===== src/rtl/scp_pkg.sv =====
package scp_pkg;
  parameter int unsigned WORD_W   = 32;
  parameter int unsigned NUM_REGS = 8;
  parameter int unsigned RB_W     = 37;
  parameter int unsigned SYNC_N   = 2;
  localparam int unsigned ADDR_W  = $clog2(NUM_REGS);
  localparam int unsigned FRAC_W  = 25;

  // staged (double-buffered) bits per register
  function automatic logic [WORD_W-1:0] stage_mask(int unsigned idx);
    case (idx)
      1:       return WORD_W'(32'h0000_FFF8);
      2:       return WORD_W'(32'h03FF_8000);
      default: return '0;
    endcase
  endfunction
endpackage


===== src/rtl/scp_sync.sv =====
module scp_sync #(
  parameter int unsigned WIDTH  = 4,
  parameter int unsigned STAGES = 2
) (
  input  logic             clk_i,
  input  logic             rst_ni,
  input  logic [WIDTH-1:0] async_i,
  output logic [WIDTH-1:0] level_o,
  output logic [WIDTH-1:0] rise_o,
  output logic [WIDTH-1:0] fall_o
);
  logic [STAGES:0][WIDTH-1:0] pipe_q;

  always_ff @(posedge clk_i or negedge rst_ni) begin
    if (!rst_ni) pipe_q <= '0;
    else         pipe_q <= {pipe_q[STAGES-1:0], async_i};
  end

  assign level_o = pipe_q[STAGES-1];
  assign rise_o  = pipe_q[STAGES-1] & ~pipe_q[STAGES];
  assign fall_o  = ~pipe_q[STAGES-1] & pipe_q[STAGES];
endmodule


===== src/rtl/scp_shifter.sv =====
module scp_shifter #(
  parameter int unsigned WORD_W = 32
) (
  input  logic              clk_i,
  input  logic              rst_ni,
  input  logic              sclk_rise_i,
  input  logic              sdata_i,
  input  logic              load_i,
  input  logic              hold_i,
  input  logic              clr_i,
  output logic [WORD_W-1:0] word_o,
  output logic              frame_ok_o
);
  localparam int unsigned CNT_W = $clog2(WORD_W) + 2;
  localparam logic [CNT_W-1:0] CNT_MAX = '1;

  logic [WORD_W-1:0] sh_q;
  logic [CNT_W-1:0]  cnt_q;
  logic              take;

  assign take = sclk_rise_i && !hold_i;

  always_ff @(posedge clk_i or negedge rst_ni) begin
    if (!rst_ni) sh_q <= '0;
    else if (take) sh_q <= {sh_q[WORD_W-2:0], sdata_i};
  end

  always_ff @(posedge clk_i or negedge rst_ni) begin
    if (!rst_ni)                       cnt_q <= '0;
    else if (load_i || clr_i)          cnt_q <= '0;
    else if (take && cnt_q != CNT_MAX) cnt_q <= cnt_q + 1'b1;
  end

  assign word_o     = sh_q;
  assign frame_ok_o = (cnt_q == CNT_W'(WORD_W));
endmodule


===== src/rtl/scp_bank.sv =====
module scp_bank
  import scp_pkg::*;
#(
  parameter int unsigned N_REGS = NUM_REGS,
  parameter int unsigned W      = WORD_W
) (
  input  logic                     clk_i,
  input  logic                     rst_ni,
  input  logic                     wr_i,
  input  logic [W-1:0]             word_i,
  input  logic                     frame_ok_i,
  output logic [N_REGS-1:0][W-1:0] act_o,
  output logic                     commit_o,
  output logic                     frame_err_o
);
  localparam int unsigned AW = $clog2(N_REGS);

  logic [AW-1:0] addr;
  logic          base_wr;

  assign addr    = word_i[AW-1:0];
  assign base_wr = wr_i && (addr == '0);

  for (genvar g = 0; g < N_REGS; g++) begin : g_reg
    localparam logic [W-1:0] MASK = stage_mask(g);
    logic [W-1:0] act_q, pend_q;
    logic         sel;

    assign sel = wr_i && (addr == AW'(g));

    always_ff @(posedge clk_i or negedge rst_ni) begin
      if (!rst_ni) begin
        act_q  <= '0;
        pend_q <= '0;
      end else if (sel) begin
        pend_q <= word_i & MASK;
        act_q  <= (act_q & MASK) | (word_i & ~MASK);
      end else if (base_wr) begin
        act_q  <= (act_q & ~MASK) | pend_q;
      end
    end

    assign act_o[g] = act_q;
  end

  always_ff @(posedge clk_i or negedge rst_ni) begin
    if (!rst_ni) begin
      commit_o    <= 1'b0;
      frame_err_o <= 1'b0;
    end else begin
      commit_o <= base_wr;
      if (wr_i) frame_err_o <= !frame_ok_i;
    end
  end
endmodule


===== src/rtl/scp_readback.sv =====
module scp_readback #(
  parameter int unsigned RB_W = 37
) (
  input  logic            clk_i,
  input  logic            rst_ni,
  input  logic            load_i,
  input  logic [RB_W-1:0] data_i,
  input  logic            shift_i,
  output logic            busy_o,
  output logic            sdo_o
);
  localparam int unsigned CW = $clog2(RB_W + 1);

  logic [RB_W-1:0] sh_q;
  logic [CW-1:0]   left_q;
  logic            busy_q;

  always_ff @(posedge clk_i or negedge rst_ni) begin
    if (!rst_ni) begin
      sh_q   <= '0;
      left_q <= '0;
      busy_q <= 1'b0;
    end else if (load_i) begin
      sh_q   <= data_i;
      left_q <= CW'(RB_W);
      busy_q <= 1'b1;
    end else if (shift_i && busy_q) begin
      sh_q   <= {sh_q[RB_W-2:0], 1'b0};
      left_q <= left_q - 1'b1;
      if (left_q == CW'(1)) busy_q <= 1'b0;
    end
  end

  assign busy_o = busy_q;
  assign sdo_o  = busy_q & sh_q[RB_W-1];
endmodule


===== src/rtl/scp_top.sv =====
module scp_top
  import scp_pkg::*;
#(
  parameter int unsigned N_REGS = NUM_REGS,
  parameter int unsigned W      = WORD_W,
  parameter int unsigned RBW    = RB_W,
  parameter int unsigned STAGES = SYNC_N
) (
  input  logic                clk_i,
  input  logic                rst_ni,
  input  logic                sclk_i,
  input  logic                sdata_i,
  input  logic                sle_i,
  input  logic                txdata_i,
  input  logic [RBW-1:0]      status_i,
  output logic                sdo_o,
  output logic [N_REGS*W-1:0] regs_o,
  output logic [FRAC_W-1:0]   frac_o,
  output logic                commit_o,
  output logic                frame_err_o
);
  // bit order: {txdata, le, data, sclk}
  logic [3:0] lvl, rise, fall;
  logic [W-1:0] word;
  logic frame_ok, rb_busy;
  logic [N_REGS-1:0][W-1:0] act;

  scp_sync #(.WIDTH(4), .STAGES(STAGES)) u_sync (
    .clk_i   (clk_i),
    .rst_ni  (rst_ni),
    .async_i ({txdata_i, sle_i, sdata_i, sclk_i}),
    .level_o (lvl),
    .rise_o  (rise),
    .fall_o  (fall)
  );

  scp_shifter #(.WORD_W(W)) u_shift (
    .clk_i       (clk_i),
    .rst_ni      (rst_ni),
    .sclk_rise_i (rise[0]),
    .sdata_i     (lvl[1]),
    .load_i      (rise[2]),
    .hold_i      (rb_busy),
    .clr_i       (rise[3]),
    .word_o      (word),
    .frame_ok_o  (frame_ok)
  );

  scp_bank #(.N_REGS(N_REGS), .W(W)) u_bank (
    .clk_i       (clk_i),
    .rst_ni      (rst_ni),
    .wr_i        (rise[2]),
    .word_i      (word),
    .frame_ok_i  (frame_ok),
    .act_o       (act),
    .commit_o    (commit_o),
    .frame_err_o (frame_err_o)
  );

  scp_readback #(.RB_W(RBW)) u_rb (
    .clk_i   (clk_i),
    .rst_ni  (rst_ni),
    .load_i  (rise[3]),
    .data_i  (status_i),
    .shift_i (fall[0]),
    .busy_o  (rb_busy),
    .sdo_o   (sdo_o)
  );

  for (genvar g = 0; g < N_REGS; g++) begin : g_out
    assign regs_o[g*W +: W] = act[g];
  end

  assign frac_o = {act[0][14:3], act[1][15:3]};
endmodule


===== config.mk =====
export PLATFORM = sky130hd
export DESIGN_NAME = scp_top
export DESIGN_NICKNAME = d
export VERILOG_FILES = /design/src/rtl/scp_pkg.sv /design/src/rtl/scp_sync.sv /design/src/rtl/scp_shifter.sv /design/src/rtl/scp_bank.sv /design/src/rtl/scp_readback.sv /design/src/rtl/scp_top.sv
export SDC_FILE = /design/constraint.sdc
export NUM_CORES = 1
export LEC_CHECK = 0
export BUFFER_PORTS_ARGS = -buffer_cell sky130_fd_sc_hd__buf_4
export CAP_MARGIN = 20
export CORE_ASPECT_RATIO = 0.8
export CORE_UTILIZATION = 54
export CTS_CLUSTER_DIAMETER = 40
export DETAILED_ROUTE_END_ITERATION = 8
export GPL_ROUTABILITY_DRIVEN = 0
export HOLD_SLACK_MARGIN = 0.03
export PLACE_DENSITY = 0.78
export SLEW_MARGIN = 20
export SYNTH_ARGS = -nofsm -noshare
export SYNTH_HDL_FRONTEND = slang
export SYNTH_SLANG_ARGS = --single-unit

===== constraint.sdc =====
create_clock -name clk_i -period 1.98 [get_ports clk_i]
set_input_delay 0.495 -clock clk_i [delete_from_list [all_inputs] [get_ports clk_i]]
set_output_delay 0.495 -clock clk_i [all_outputs]
set_load 0.005 [all_outputs]

* Word level (Yosys, flattened, before mapping)
Index checks and enable logic that the tools add are counted.
** Word-level totals
- Register bits after elaboration :: 377
- Bits of input ports :: 43
- Output and inout bits :: 284
- Logic and storage cells :: 95
** Cells by class
- Add/subtract/negate cells :: 2
- Eq/ne operators :: 15
- Muxes and demuxes :: 18
- Bitwise gates (word level) :: 9
- Reductions and logical operators :: 31
** Operator list (number)
- $mux W32 :: 9
- $mux W37 :: 2
- $or A16 B32 Y32 :: 1
- $or A26 B32 Y32 :: 1
- $or A32 B16 Y32 :: 1
- $or A32 B26 Y32 :: 1
- $reduce_bool A2 Y1 :: 10
- $mux W7 :: 2
- $eq A3 B3 Y1 const B :: 4
- $mux W6 :: 2
- $reduce_and A2 Y1 :: 6
- $logic_and A1 B1 Y1 :: 11
- $ne A2 B2 Y1 const B :: 5
- $add A7 B1 Y7 const B :: 1
- $eq A7 B6 Y1 const B :: 1
- $ne A7 B7 Y1 const B :: 1
- $eq A3 B2 Y1 const B :: 2
- $eq A6 B1 Y1 const B :: 1
- $sub A6 B1 Y6 const B :: 1
- $and A4 B4 Y4 :: 1
- $not A4 Y4 :: 1
- $eq A3 B1 Y1 const B :: 1
- $logic_not A3 Y1 :: 1
- $mux W1 :: 3
- 4 further kinds :: 6

* Longest topological paths before layout
Gate-level depths: netlist of run 1.
- Depth in word-level cells :: 6
- Mapped depth :: 5
- Gate-level depth less buffers :: 5

* Hierarchy
A second synthesis of run 1 with hierarchy kept.
** Unflattened totals
- Cell total of the unflattened synthesis :: 964
- Area total of the unflattened synthesis :: 14702.9 µm²
** By module, submodules not included
- scp_bank :: times used 1, cells each 606, area an instance 10422.5 µm², sequential area each 7056.8 µm²
- scp_readback :: times used 1, cells each 196, area an instance 2059.5 µm², sequential area each 1101.1 µm²
- scp_shifter :: times used 1, cells each 113, area an instance 1632.8 µm², sequential area each 975.9 µm²
- scp_sync :: times used 1, cells each 24, area an instance 400.4 µm², sequential area each 300.3 µm²
- scp_top :: times used 1, cells each 25, area an instance 187.7 µm², sequential area each 0.0 µm²

* Worst setup path before layout of run 1
Ideal clock, no wire load.
- Kind :: flip-flop to flip-flop
- Start point :: register u_shift.sh_q[1] (netlist: u_shift.word_o[1])
- End point :: register u_bank.g_reg[0].act_q[27]
- Library setup time :: 0.125 ns
- Arrival :: 1.591 ns
- Data required time :: 1.855 ns
- Slack :: 0.264 ns
- Cell stages (with the launch flop) :: 6
- Path buffers :: 3
- Period minus slack after synthesis :: 1.716 ns
- Cell sequence :: dfrtp_1 > buf_2 > or4_4 > buf_6 > buf_6 > mux2_4
** On the way
- Word-level cells in the longest chain between the ends :: 2
** Ends and longest elaborated chain
- start, declared :: line scp_shifter.sv:17 : logic [WORD_W-1:0] sh_q;
- start signal, assigned :: line scp_shifter.sv:25 : else if (take) sh_q <= {sh_q[WORD_W-2:0], sdata_i};
- $logic_not A3 Y1 :: line scp_bank.sv:22, scp_bank.sv:29
- $logic_and A1 B1 Y1 :: line scp_bank.sv:22, scp_bank.sv:29
- end signal, assigned :: line scp_bank.sv:37 : act_q <= (act_q & MASK) | (word_i & ~MASK);
- end signal, assigned :: line scp_bank.sv:39 : act_q <= (act_q & ~MASK) | pend_q;
- end, declared :: line scp_bank.sv:26 : logic [W-1:0] act_q, pend_q;
Every way passes these cells.
A chain may end at the register's enable or synchronous reset.

* Worst setup path in the final report of run 1
- Start point :: register u_sync.pipe_q[10] (netlist name)
- End point :: register u_bank.g_reg[4].act_q[25]
** On the way
- Word-level cells in the longest chain between the ends :: 5
- Elaborated cells on any way between the ends :: 7
- Those cells by class :: eq/ne (1); bitwise (2); reduce/logical (4)
** Ends and longest elaborated chain
- start, declared :: line scp_sync.sv:12 : logic [STAGES:0][WIDTH-1:0] pipe_q;
- start signal, assigned :: line scp_sync.sv:16 : else pipe_q <= {pipe_q[STAGES-1:0], async_i};
- $not A4 Y4 * :: line scp_sync.sv:20 : assign rise_o = pipe_q[STAGES-1] & ~pipe_q[STAGES];
- $and A4 B4 Y4 * :: line scp_sync.sv:20
- $logic_and A1 B1 Y1 (on tied branches) :: line scp_bank.sv:29, scp_bank.sv:22
- $ne A2 B2 Y1 (no source line) / $reduce_bool A2 Y1 (equally long branches)
- $reduce_and A2 Y1 (no source line) *
- end signal, assigned :: line scp_bank.sv:37
- end signal, assigned :: line scp_bank.sv:39
- end, declared :: line scp_bank.sv:26
Mark *: on every way between the ends. The rest lies on a longest branch, timed or not.

==> results of run 1 <==
-- worst max-delay path by stage --
stage                                  from                   endpoint  slack (ns)  cells past startpoint
final                     u_sync.pipe_q[10]  u_bank.g_reg[4].act_q[25]        0.07                      4
after global routing      u_sync.pipe_q[10]   u_bank.g_reg[4].act_q[5]        0.03                      4
after CTS                 u_shift.word_o[0]  u_bank.g_reg[1].pend_q[5]        0.01                      4
after detailed placement  u_shift.word_o[0]  u_bank.g_reg[1].pend_q[5]        0.04                      4
after global placement    u_sync.pipe_q[10]  u_bank.g_reg[4].act_q[19]         0.1                      4
after floorplan           u_shift.word_o[1]  u_bank.g_reg[0].act_q[27]        0.26                      5
-- layer usage --
layer	vias to the layer above	global-route usage
met5	-	0
met4	0	0.0443
met3	37	0.0480
met2	257	0.392
met1	4667	0.340
li1	4162	-
-- area by class of cell --
cell class	instances	area, um2	area share
clock inverter	22	206	0.0108
sequential	376	9410	0.494
multi-input combinational	563	4870	0.256
timing repair buffer	361	2920	0.153
tap	364	455	0.0239
clock buffer	53	1160	0.0611
inverter	6	22.5	0.00118
-- sequential cells by signal, indices dropped and copies added (netlist names), 4 cells and up --
name,flops
u_bank.g.act_q,256
u_bank.g.pend_q,24
u_rb.left_q,6
u_rb.sh_q,37
u_shift.cnt_q,7
u_shift.word_o,32
u_sync.level_o,4
u_sync.pipe_q,7
-- what timing repair did --
item / CTS / global route
gates resized for setup: 0 / 2
endpoints found under the hold margin: 37 / 0
endpoints found under the setup margin: 0 / 23
hold buffers: 1 / 0
-- cell usage in the layout, fill, tap and decap left out, types with 6 or more instances in the layout --
cell and instances:
and2_1 11, mux2_4 53, nand2_1 143, or2_2 11
dfrtp_1 375, buf_4 343, mux2_2 174, o21ai_0 38
mux2i_1 40, inv_1 6, nand3_1 7, mux2_1 29
clkbuf_16 43, clkinv_2 8, buf_12 16
-- per-stage QoR --
stage	area [um2]	hold WS, ns	worst slack, ns	cells
floorplan	15000	0.199	0.264	1053
global placement	17700	0.332	0.0993	1669
detailed placement	17700	0.336	0.0364	1669
CTS	19000	0.0717	0.0121	1745
global route	19100	0.0739	0.0297	1745
finish	19100	0.0885	0.0739	1745
-- synth_stat cells, types with 3 or more instances --
library cell,n,area share
a21oi_1,5,0.0017
and2_1,11,0.0046
and3_1,3,0.0013
buf_2,23,0.0077
buf_4,52,0.026
buf_6,13,0.0098
clkbuf_1,19,0.0048
dfrtp_1,376,0.63
ha_1,4,0.0033
inv_1,6,0.0015
mux2_1,29,0.022
mux2_2,174,0.13
mux2_4,53,0.053
mux2i_1,40,0.027
nand2_1,143,0.036
nand2b_1,5,0.0021
nand3_1,7,0.0023
nor2_1,3,0.00075
nor2b_1,4,0.0017
o21ai_0,38,0.013
or2_2,11,0.0046
or3_1,3,0.0013
-- power breakdown --
part	internal (mW)	switching, mW	total (mW)
combinational	0.446	0.504	0.950
sequential	7.92	0.151	8.07
clock	4.48	3.11	7.59
total	12.8	3.76	16.6
-- worst max-delay path: cells and delay by family (launching register included) --
kind	cells	cell delay [ns]
multiplexers	1	0.32
flip-flops	1	0.38
AND/OR/NAND/NOR	2	0.87
buffers and inverters	1	0.23
-- kinds of logic after synthesis --
group / count (synthesis) / synth area share
xor+xnor: 2 / 0.00117
fa+ha+maj: 4 / 0.00334
compound gates: 51 / 0.0187
flops: 376 / 0.628
buf+inv: 114 / 0.0501
mux: 296 / 0.232
simple gates: 210 / 0.0664
==> impl_table.tex, run 1 <==
\begin{tabular}{lr}
\hline
Metric & Value \\
\hline
\multicolumn{2}{l}{\textbf{Logic synthesis}} \\
\quad Main synth FF type & dfrtp\_1 \\
\quad Synth cell types & 45 \\
\quad Mean cell area of the mapped netlist & 14.2 um2 \\
\quad Number of synthesized register bits & 376 \\
\quad Post-Synthesis Net Count & 1100 \\
\quad Synth warnings & 0 \\
\quad Share of synthesized area occupied by flip-flops and latches & 0.628 \\
\quad Cells after Synth & 1053 \\
\quad Syn Std Cell Area & 15000 um2 \\
\quad Share of flip-flops with an asynchronous set or reset after synthesis & 1.00 \\
\quad EDFF count, synth & 0 \\
\multicolumn{2}{l}{\textbf{STA}} \\
\quad Transition at the pin with the smallest max-transition slack & 0.593 ns \\
\quad Fin crit share & 0.963 \\
\quad Setup tns final & 0 ns \\
\quad RSZ-0062 raised after global routing & false \\
\quad Max Slew Vio Count & 0 \\
\quad Fmax & 525 MHz \\
\quad Number of hold-slack violations in the final timing report & 0 \\
\quad Final Critical Period & 1.91 ns \\
\quad Number of setup violations in the final report & 0 \\
\quad Clock skew & 0.0165 ns \\
\quad Worst slew margin relative to its limit & 0.604 \\
\multicolumn{2}{l}{\textbf{Min path}} \\
\quad Hold Path Stages & 1 \\
\quad Worst min-delay path startpoint & sclk\_i \\
\quad Hold Path Sink & u\_sync.pipe\_q[0] \\
\quad Worst hold-check path type & in -> reg \\
\multicolumn{2}{l}{\textbf{Drt}} \\
\quad Post-Route M1 WL & 15400 um \\
\quad Average wire per standard cell & 19.5 um \\
\quad Antenna Violating Nets Remaining & 0 \\
\quad Routed met3 length & 1870 um \\
\quad Uppermost metal layer occupied by signal nets & met4 \\
\quad Detailed Route WL & 34000 um \\
\quad Number of vias per cell & 5.23 \\
\quad Iter 0 DRT Violations & 451 \\
\quad Number of vias after detailed routing & 9123 \\
\quad Detailed-route DRC error count & 0 \\
\quad Total length of routed met2 wires & 16400 um \\
\quad DRT Pass-1 Iters & 4 \\
\multicolumn{2}{l}{\textbf{Critical path}} \\
\quad Slowest cell on the critical path & or4b\_2 \\
\quad R2R Setup Slk & 0.07 ns \\
\quad Launching element type of the critical path & flip-flop \\
\quad Register-to-Register Path Depth & 4 \\
\quad Reg-to-reg critical path startpoint & u\_sync.pipe\_q[10] \\
\quad CP Class & reg -> reg \\
\quad Critical path data arrival time & 2.31 ns \\
\quad Kind of capture point of the worst setup path & flip-flop \\
\quad Maximum fanout along the worst path & 27 \\
\quad Cells along the critical path & nand2b\_1 -> or4b\_2 -> buf\_12 -> mux2\_4 \\
\quad Required time at the endpoint of the critical path & 2.38 ns \\
\quad Maximum single-stage delay on the critical path & 0.70 ns \\
\quad FF-to-FF End & u\_bank.g\_reg[4].act\_q[25] \\
\multicolumn{2}{l}{\textbf{Cells and area}} \\
\quad Area grow syn2layout & 27.1\% \\
\quad Share of post-route cells with drive strength above 1 & 0.495 \\
\quad Layout filler cell count & 1928 \\
\quad NumNets Final & 1397 \\
\quad \# diodes & 0 \\
\quad Fraction of the core area covered by cells at the end of the flow & 0.698 \\
\multicolumn{2}{l}{\textbf{Global route}} \\
\quad First-pass GRT wire length & 52800 um \\
\quad Via count of the first global-routing pass & 9202 \\
\quad Maximum number of pins on one net before global-route repair & 61 \\
\quad Overflow after GRT & 0 \\
\quad Total routing usage reported by global routing & 0.240 \\
\quad Number of antenna violations at the first check in global routing & 0 \\
\multicolumn{2}{l}{\textbf{Die}} \\
\quad Placeable core area & 27300 um2 \\
\quad Die X & 188 um \\
\quad Area of the die & 28400 um2 \\
\quad Starting Density & 0.549 \\
\quad Cell row count & 54 \\
\quad IO Pins & 327 \\
\quad Vert. Die Dim & 151 um \\
\multicolumn{2}{l}{\textbf{Clock tree}} \\
\quad Clock tree from TritonCTS & built \\
\quad Count of clock tree sinks & 376 \\
\quad Clock root buffer & clkbuf\_16 \\
\quad CTS H-Tree Depth & 2 \\
\quad CTS max path bufs & 3 \\
\quad Worst skew pair latency & 0.52 ns \\
\quad Number of CTS-inserted buffers & 42 \\
\quad Clock Pin Slew Worst Setup and Hold Paths & 0.06 ns \\
\quad Setup Fix Bufs, Post-CTS & 0 \\
\multicolumn{2}{l}{\textbf{Power and ir drop}} \\
\quad Worst IR Drop VDD & 606 uV \\
\quad Power density normalized to cell area & 872 nW/um2 \\
\quad Leakage power figure & 10.4 nW \\
\quad Sum of internal, switching and leakage power & 16.6 mW \\
\multicolumn{2}{l}{\textbf{Job}} \\
\quad Number of maximum-capacitance constraint violations & 0 \\
\multicolumn{2}{l}{\textbf{Outcome}} \\
\quad Status & complete, no violations \\
\multicolumn{2}{l}{\textbf{Placement}} \\
\quad Number of buffers added on ports & 326 \\
\quad HPWL after DPL & 22500 um \\
\hline
\end{tabular}
Power figures use the tool's default switching activity.
==> run 2: changes to the inputs <==
--- a/config.mk
+++ b/config.mk
@@ -5,12 +5,14 @@
 export SDC_FILE = /design/constraint.sdc
 export NUM_CORES = 1
 export LEC_CHECK = 0
-export BUFFER_PORTS_ARGS = -buffer_cell sky130_fd_sc_hd__buf_4
 export CAP_MARGIN = 20
+export CELL_PAD_IN_SITES_DETAIL_PLACEMENT = 0
+export CELL_PAD_IN_SITES_GLOBAL_PLACEMENT = 1
 export CORE_ASPECT_RATIO = 0.8
-export CORE_UTILIZATION = 54
+export CORE_UTILIZATION = 51
 export CTS_CLUSTER_DIAMETER = 40
 export DETAILED_ROUTE_END_ITERATION = 8
+export DONT_BUFFER_PORTS = 1
 export GPL_ROUTABILITY_DRIVEN = 0
 export HOLD_SLACK_MARGIN = 0.03
 export PLACE_DENSITY = 0.78
==> impl_table.tex, run 2 (synthesized netlist as in run 1, its figures left out) <==
\begin{tabular}{lr}
\hline
Metric & Value \\
\hline
\multicolumn{2}{l}{\textbf{Drt}} \\
\quad Detailed-route DRC error count & 0 (unchanged) \\
\quad Iter 0 DRT Violations & 409 (-9.3\%) \\
\quad DRT Pass-1 Iters & 4 (unchanged) \\
\quad Number of vias per cell & 5.47 (+4.6\%) \\
\quad Antenna Violating Nets Remaining & 0 (unchanged) \\
\quad Number of vias after detailed routing & 7789 (-15\%) \\
\quad Average wire per standard cell & 21.8 um (+12\%) \\
\quad Detailed Route WL & 31100 um (-8.7\%) \\
\multicolumn{2}{l}{\textbf{Cells and area}} \\
\quad Most common cell after layout, fill and taps aside & dfrtp\_1 \\
\quad NumNets Final & 1070 (-23\%) \\
\quad Share of post-route cells with drive strength above 1 & 0.332 (-0.163) \\
\quad Area grow syn2layout & 10.4\% \\
\quad \# diodes & 0 (unchanged) \\
\quad Fraction of the core area covered by cells at the end of the flow & 0.579 (-0.119) \\
\quad Register with the most flip-flops & u\_bank.g.act\_q \\
\quad Layout filler cell count & 2246 (+16\%) \\
\quad Final cell count without fillers & 1424 (-18\%) \\
\quad Most frequent cells in the layout & dfrtp\_1 (376), mux2\_2 (174), nand2\_1 (143) \\
\quad Max FFs per register & 256 (unchanged) \\
\quad Final instance area & 16500 um2 (-13\%) \\
\multicolumn{2}{l}{\textbf{Die}} \\
\quad Die X & 194 um (+2.9\%) \\
\quad Cell row count & 55 (+1.9\%) \\
\quad Area of the die & 30100 um2 (+5.8\%) \\
\quad Placeable core area & 28600 um2 (+4.6\%) \\
\quad IO Pins & 327 (unchanged) \\
\quad Vert. Die Dim & 155 um (+2.9\%) \\
\quad Starting Density & 0.525 (-0.0243) \\
\multicolumn{2}{l}{\textbf{Clock tree}} \\
\quad Setup Fix Bufs, Post-CTS & 0 (unchanged) \\
\quad Clock root buffer & clkbuf\_16 \\
\quad CTS H-Tree Depth & 2 (unchanged) \\
\quad Clock Pin Slew Worst Setup and Hold Paths & 0.06 ns (about the same) \\
\quad Hold buffer count at cts & 4 (+3) \\
\quad Number of CTS-inserted buffers & 43 (+2.4\%) \\
\quad Clock tree from TritonCTS & built \\
\quad CTS max path bufs & 3 (unchanged) \\
\quad Count of clock tree sinks & 376 (unchanged) \\
\quad PostCTS Resize Cnt & 0 (unchanged) \\
\quad Worst skew pair latency & 0.54 ns (+0.02 ns) \\
\multicolumn{2}{l}{\textbf{Global route}} \\
\quad Number of antenna violations at the first check in global routing & 0 (unchanged) \\
\quad First-pass GRT wire length & 49200 um (-6.7\%) \\
\quad Maximum number of pins on one net before global-route repair & 377 (+520\%) \\
\quad Total routing usage reported by global routing & 0.211 (-0.0293) \\
\quad Overflow after GRT & 0 (unchanged) \\
\quad Via count of the first global-routing pass & 8067 (-12\%) \\
\multicolumn{2}{l}{\textbf{STA}} \\
\quad Max Slew Vio Count & 0 (unchanged) \\
\quad Fin crit share & 0.966 (+0.00337) \\
\quad Setup tns final & 0 ns (unchanged) \\
\quad RSZ-0062 raised after global routing & false \\
\quad Number of hold-slack violations in the final timing report & 376 (+376) \\
\quad Worst slew margin relative to its limit & 0.639 (+0.0347) \\
\quad Transition at the pin with the smallest max-transition slack & 0.542 ns (-0.0507 ns) \\
\quad Number of setup violations in the final report & 0 (unchanged) \\
\quad Worst hold slack & -0.346 ns (-0.434 ns) \\
\quad Fmax & 523 MHz (-0.35\%) \\
\quad Post-route worst setup slack & 0.0672 ns (-0.00667 ns) \\
\quad Clock skew & 0.0133 ns (-0.00321 ns) \\
\quad Final Critical Period & 1.91 ns (+0.00667 ns) \\
\multicolumn{2}{l}{\textbf{Critical path}} \\
\quad Critical path buffer and inverter count & 1 (unchanged) \\
\quad Worst setup path end & u\_bank.g\_reg[2].act\_q[29] \\
\quad Register-to-Register Path Depth & 3 (-1) \\
\quad Maximum fanout along the worst path & 16 (-41\%) \\
\quad Maximum single-stage delay on the critical path & 0.75 ns (+0.05 ns) \\
\quad Crit path max-delay family & simple AND/OR/NAND/NOR gates \\
\quad Slowest cell on the critical path & or4b\_2 \\
\quad R2R Setup Slk & 0.07 ns (about the same) \\
\quad Required time at the endpoint of the critical path & 2.39 ns (about the same) \\
\quad CP Class & reg -> reg \\
\quad Reg-to-reg critical path startpoint & u\_shift.word\_o[2] \\
\quad Kind of capture point of the worst setup path & flip-flop \\
\quad Launching element type of the critical path & flip-flop \\
\quad Critical Path Start & u\_shift.word\_o[2] \\
\quad Cells along the critical path & or4b\_2 -> buf\_4 -> mux2\_2 \\
\quad FF-to-FF End & u\_bank.g\_reg[2].act\_q[29] \\
\quad Critical path data arrival time & 2.33 ns (+0.02 ns) \\
\quad Path length in cells of the critical path & 3 (-1) \\
\multicolumn{2}{l}{\textbf{Outcome}} \\
\quad Failing checks & negative hold slack \\
\quad Status & finished with violations \\
\multicolumn{2}{l}{\textbf{Power and ir drop}} \\
\quad Leakage power figure & 8.61 nW (-17\%) \\
\quad Worst IR Drop VDD & 824 uV (+36\%) \\
\quad Sum of internal, switching and leakage power & 16.5 mW (-0.79\%) \\
\quad Power density normalized to cell area & 996 nW/um2 (+14\%) \\
\multicolumn{2}{l}{\textbf{Placement}} \\
\quad HPWL after DPL & 19300 um (-14\%) \\
\quad Total placed instance area & 15100 um2 (-15\%) \\
\quad Number of buffers added on ports & 0 (-100\%) \\
\quad Placed instance count & 1344 (-19\%) \\
\quad Setup slack after placement & 0.0754 ns (+0.0390 ns) \\
\multicolumn{2}{l}{\textbf{Min path}} \\
\quad Worst hold-check path type & in -> async \\
\multicolumn{2}{l}{\textbf{Job}} \\
\quad Number of maximum-capacitance constraint violations & 0 (unchanged) \\
\hline
\end{tabular}
## run 2: cell types whose count changed in the layout (fill, tap and decap cells not counted), sizes merged
cell	previous run	this run
buf	360	29
bufinv	2	3
clkbuf	53	55
clkinvlp	3	1
dlygate4sd3	1	4
## run 2: layout make-up
class                   instances  area, um2  area share
clock buffers                  55       1170      0.0708
flip-flops and latches        376       9410       0.569
repair buffers                 33        370      0.0224
inverters                       6       22.5     0.00136
well taps                     370        463      0.0280
clock inverters                21        245      0.0148
multi-input cells             563       4860       0.294
## run 2: worst min path at each step
stage,start,end,slack (ns),cells after the start
floorplan,rst_ni,u_bank.commit_o,0.20,0
global placement,rst_ni,u_bank.g_reg[3].act_q[10],0.21,0
detailed placement,rst_ni,u_bank.g_reg[3].act_q[10],0.21,0
CTS,rst_ni,u_bank.g_reg[3].act_q[9],-0.37,0
global route,rst_ni,u_bank.g_reg[3].act_q[10],-0.38,0
finish,rst_ni,u_bank.g_reg[3].act_q[10],-0.35,0
## run 2: per-layer routing
metal / up-vias / global-route usage / wire length [um]
met5: - / 0 / 0
met4: 0 / 0.0629 / 576
met3: 48 / 0.0689 / 2540
met2: 232 / 0.316 / 13900
met1: 4021 / 0.294 / 14100
li1: 3488 / - / -
## run 2: power by group
part	internal, mW	total [mW]	leakage [nW]	switching, mW
combinational	0.297	0.600	2.78	0.303
sequential	7.92	8.08	5.13	0.160
clock	4.64	7.79	0.695	3.15
total	12.9	16.5	8.61	3.62
==> run 3: changes to the inputs <==
==> constraint.sdc (replaced) <==
create_clock -name clk_i -period 1.98 [get_ports clk_i]
set_input_delay 0.297 -clock clk_i [delete_from_list [all_inputs] [get_ports clk_i]]
set_output_delay 0.297 -clock clk_i [all_outputs]
set_load 0.005 [all_outputs]
==> impl_table.tex, run 3 (synthesized netlist as in run 1, its figures left out) <==
\begin{tabular}{lr}
\hline
Metric & Value \\
\hline
\multicolumn{2}{l}{\textbf{Cells and area}} \\
\quad Most common cell after layout, fill and taps aside & dfrtp\_1 \\
\quad Fraction of the core area covered by cells at the end of the flow & 0.592 (+0.0130) \\
\quad Final cell count without fillers & 1461 (+2.6\%) \\
\quad Register with the most flip-flops & u\_bank.g.act\_q \\
\quad Area occupied by multi-input gates & 4860 um2 (unchanged) \\
\quad Layout filler cell count & 2213 (-1.5\%) \\
\quad Final instance area & 16900 um2 (+2.2\%) \\
\quad \# diodes & 0 (unchanged) \\
\quad NumNets Final & 1107 (+3.5\%) \\
\quad Share of post-route cells with drive strength above 1 & 0.321 (-0.0113) \\
\quad Area grow syn2layout & 12.9\% \\
\quad Area used by sequential logic in the layout & 9410 um2 (unchanged) \\
\quad Max FFs per register & 256 (unchanged) \\
\quad Most frequent cells in the layout & dfrtp\_1 (376), mux2\_2 (174), nand2\_1 (143) \\
\multicolumn{2}{l}{\textbf{Global route}} \\
\quad Met3 usage in global routing & 0.0679 (-0.00108) \\
\quad Maximum number of pins on one net before global-route repair & 377 (unchanged) \\
\quad Routing layer with the top usage in global route & met2 \\
\quad Via count of the first global-routing pass & 8331 (+3.3\%) \\
\quad Met1 Usage GRT & 0.296 (+0.00195) \\
\quad Total routing usage reported by global routing & 0.214 (+0.00279) \\
\quad Overflow after GRT & 0 (unchanged) \\
\quad First-pass GRT wire length & 50100 um (+1.7\%) \\
\quad Number of antenna violations at the first check in global routing & 0 (unchanged) \\
\quad Fraction of met2 tracks used by global routing & 0.324 (+0.00842) \\
\multicolumn{2}{l}{\textbf{STA}} \\
\quad Number of hold-slack violations in the final timing report & 376 (unchanged) \\
\quad Worst hold slack & -0.544 ns (-0.198 ns) \\
\quad Worst slew margin relative to its limit & 0.236 (-0.403) \\
\quad Max Slew Vio Count & 0 (unchanged) \\
\quad Fmax & 525 MHz (+0.33\%) \\
\quad Fin crit share & 0.963 (-0.00322) \\
\quad Setup tns final & 0 ns (unchanged) \\
\quad Transition at the pin with the smallest max-transition slack & 1.15 ns (+0.604 ns) \\
\quad Number of setup violations in the final report & 0 (unchanged) \\
\quad Post-route worst setup slack & 0.0736 ns (+0.00638 ns) \\
\quad Clock skew & 0.0138 ns (+0.000473 ns) \\
\quad Final Critical Period & 1.91 ns (-0.00638 ns) \\
\quad RSZ-0062 raised after global routing & false \\
\multicolumn{2}{l}{\textbf{Outcome}} \\
\quad Failing checks & negative hold slack \\
\quad Status & finished with violations \\
\multicolumn{2}{l}{\textbf{Clock tree}} \\
\quad Number of CTS-inserted buffers & 43 (unchanged) \\
\quad Clock Pin Slew Worst Setup and Hold Paths & 0.06 ns (about the same) \\
\quad Clock root buffer & clkbuf\_16 \\
\quad Count of clock tree sinks & 376 (unchanged) \\
\quad Clock tree from TritonCTS & built \\
\quad Hold buffer count at cts & 41 (+37) \\
\quad CTS max path bufs & 3 (unchanged) \\
\quad CTS H-Tree Depth & 2 (unchanged) \\
\quad PostCTS Resize Cnt & 0 (unchanged) \\
\quad Setup Fix Bufs, Post-CTS & 0 (unchanged) \\
\quad Worst skew pair latency & 0.54 ns (about the same) \\
\multicolumn{2}{l}{\textbf{Drt}} \\
\quad DRT Pass-1 Iters & 4 (unchanged) \\
\quad Detailed Route WL & 31400 um (+0.97\%) \\
\quad Number of vias per cell & 5.45 (-0.37\%) \\
\quad Number of vias after detailed routing & 7962 (+2.2\%) \\
\quad Iter 0 DRT Violations & 433 (+5.9\%) \\
\quad Average wire per standard cell & 21.5 um (-1.6\%) \\
\quad Detailed-route DRC error count & 0 (unchanged) \\
\quad Antenna Violating Nets Remaining & 0 (unchanged) \\
\multicolumn{2}{l}{\textbf{Power and ir drop}} \\
\quad Leakage power figure & 8.77 nW (+1.8\%) \\
\quad Part of the power in registers & 0.489 (about the same) \\
\quad Reported net switching power & 3.63 mW (+0.21\%) \\
\quad Sum of internal, switching and leakage power & 16.5 mW (+0.34\%) \\
\quad Design internal power & 12.9 mW (+0.38\%) \\
\quad Part of the total power dissipated in combinational logic & 0.040 (+0.004) \\
\quad Sw frac & 0.219 (-0.000286) \\
\quad Worst IR Drop VDD & 835 uV (+1.3\%) \\
\quad Power density normalized to cell area & 977 nW/um2 (-1.9\%) \\
\quad Fraction of power consumed by the clock network & 0.471 (-0.002) \\
\multicolumn{2}{l}{\textbf{Critical path}} \\
\quad CP Class & reg -> reg \\
\quad R2R Setup Slk & 0.07 ns (about the same) \\
\quad Required time at the endpoint of the critical path & 2.40 ns (about the same) \\
\quad Reg-to-reg critical path startpoint & u\_sync.pipe\_q[10] \\
\quad Critical path data arrival time & 2.32 ns (about the same) \\
\quad FF-to-FF End & u\_bank.g\_reg[4].act\_q[24] \\
\quad Critical Path Start & u\_sync.pipe\_q[10] \\
\quad Launching element type of the critical path & flip-flop \\
\quad Kind of capture point of the worst setup path & flip-flop \\
\quad Maximum fanout along the worst path & 12 (-4) \\
\quad Worst setup path end & u\_bank.g\_reg[4].act\_q[24] \\
\quad Register-to-Register Path Depth & 4 (+1) \\
\multicolumn{2}{l}{\textbf{Die}} \\
\quad Cell row count & 55 (unchanged) \\
\quad Vert. Die Dim & 155 um (unchanged) \\
\quad Starting Density & 0.525 (unchanged) \\
\quad Die X & 194 um (unchanged) \\
\quad Area of the die & 30100 um2 (unchanged) \\
\quad IO Pins & 327 (unchanged) \\
\quad Placeable core area & 28600 um2 (unchanged) \\
\multicolumn{2}{l}{\textbf{Placement}} \\
\quad HPWL after DPL & 19300 um (unchanged) \\
\quad Placed instance count & 1344 (unchanged) \\
\quad Number of buffers added on ports & 0 (unchanged) \\
\quad Total placed instance area & 15100 um2 (unchanged) \\
\quad Setup slack after placement & 0.0754 ns (unchanged) \\
\multicolumn{2}{l}{\textbf{Job}} \\
\quad Number of maximum-capacitance constraint violations & 0 (unchanged) \\
\multicolumn{2}{l}{\textbf{Min path}} \\
\quad Worst hold-check path type & in -> async \\
\hline
\end{tabular}
## run 3: cell type report
type,instances,share of cell area
flip-flops and latches,376,0.556
multi-input cells,563,0.288
clock buffers,55,0.0692
repair buffers,70,0.0438
well taps,370,0.0274
clock inverters,21,0.0145
inverters,6,0.00133
## run 3: worst min-delay path by stage
stage,from,to,slack (ns),cells after the start
after floorplan,rst_ni,u_bank.commit_o,0.001,0
after global placement,rst_ni,u_bank.g_reg[3].act_q[10],0.009,0
after detailed placement,rst_ni,u_bank.g_reg[3].act_q[10],0.008,0
after CTS,rst_ni,u_bank.g_reg[3].act_q[9],-0.57,0
after global routing,rst_ni,u_bank.g_reg[3].act_q[10],-0.57,0
final,rst_ni,u_bank.g_reg[3].act_q[10],-0.54,0
## run 3: power groups by stage
| stage | Sequential (mW) | Clock (mW) | Combinational, mW |
|---|---|---|---|
| final | 8.08 | 7.78 | 0.664 |
| after global routing | 8.11 | 8.31 | 0.742 |
| after CTS | 8.08 | 8.00 | 0.673 |
| after detailed placement | 8.22 | 0 | 0.607 |
| after global placement | 8.21 | 0 | 0.590 |
| after floorplan | 8.16 | 0 | 0.495 |
## run 3: metal layers
| layer | part of all wire | vias up |
|---|---|---|
| li1 | - | 3564 |
| met1 | 0.45 | 4108 |
| met2 | 0.45 | 242 |
| met3 | 0.080 | 48 |
| met4 | 0.018 | 0 |
| met5 | 0 | - |
## run 3: worst max-delay path, stage by stage, from the launching register on
cell	delay, ns
dfrtp_1	0.36
nand2b_1	0.17
or4b_2	0.70
buf_4	0.25
mux2_4	0.31
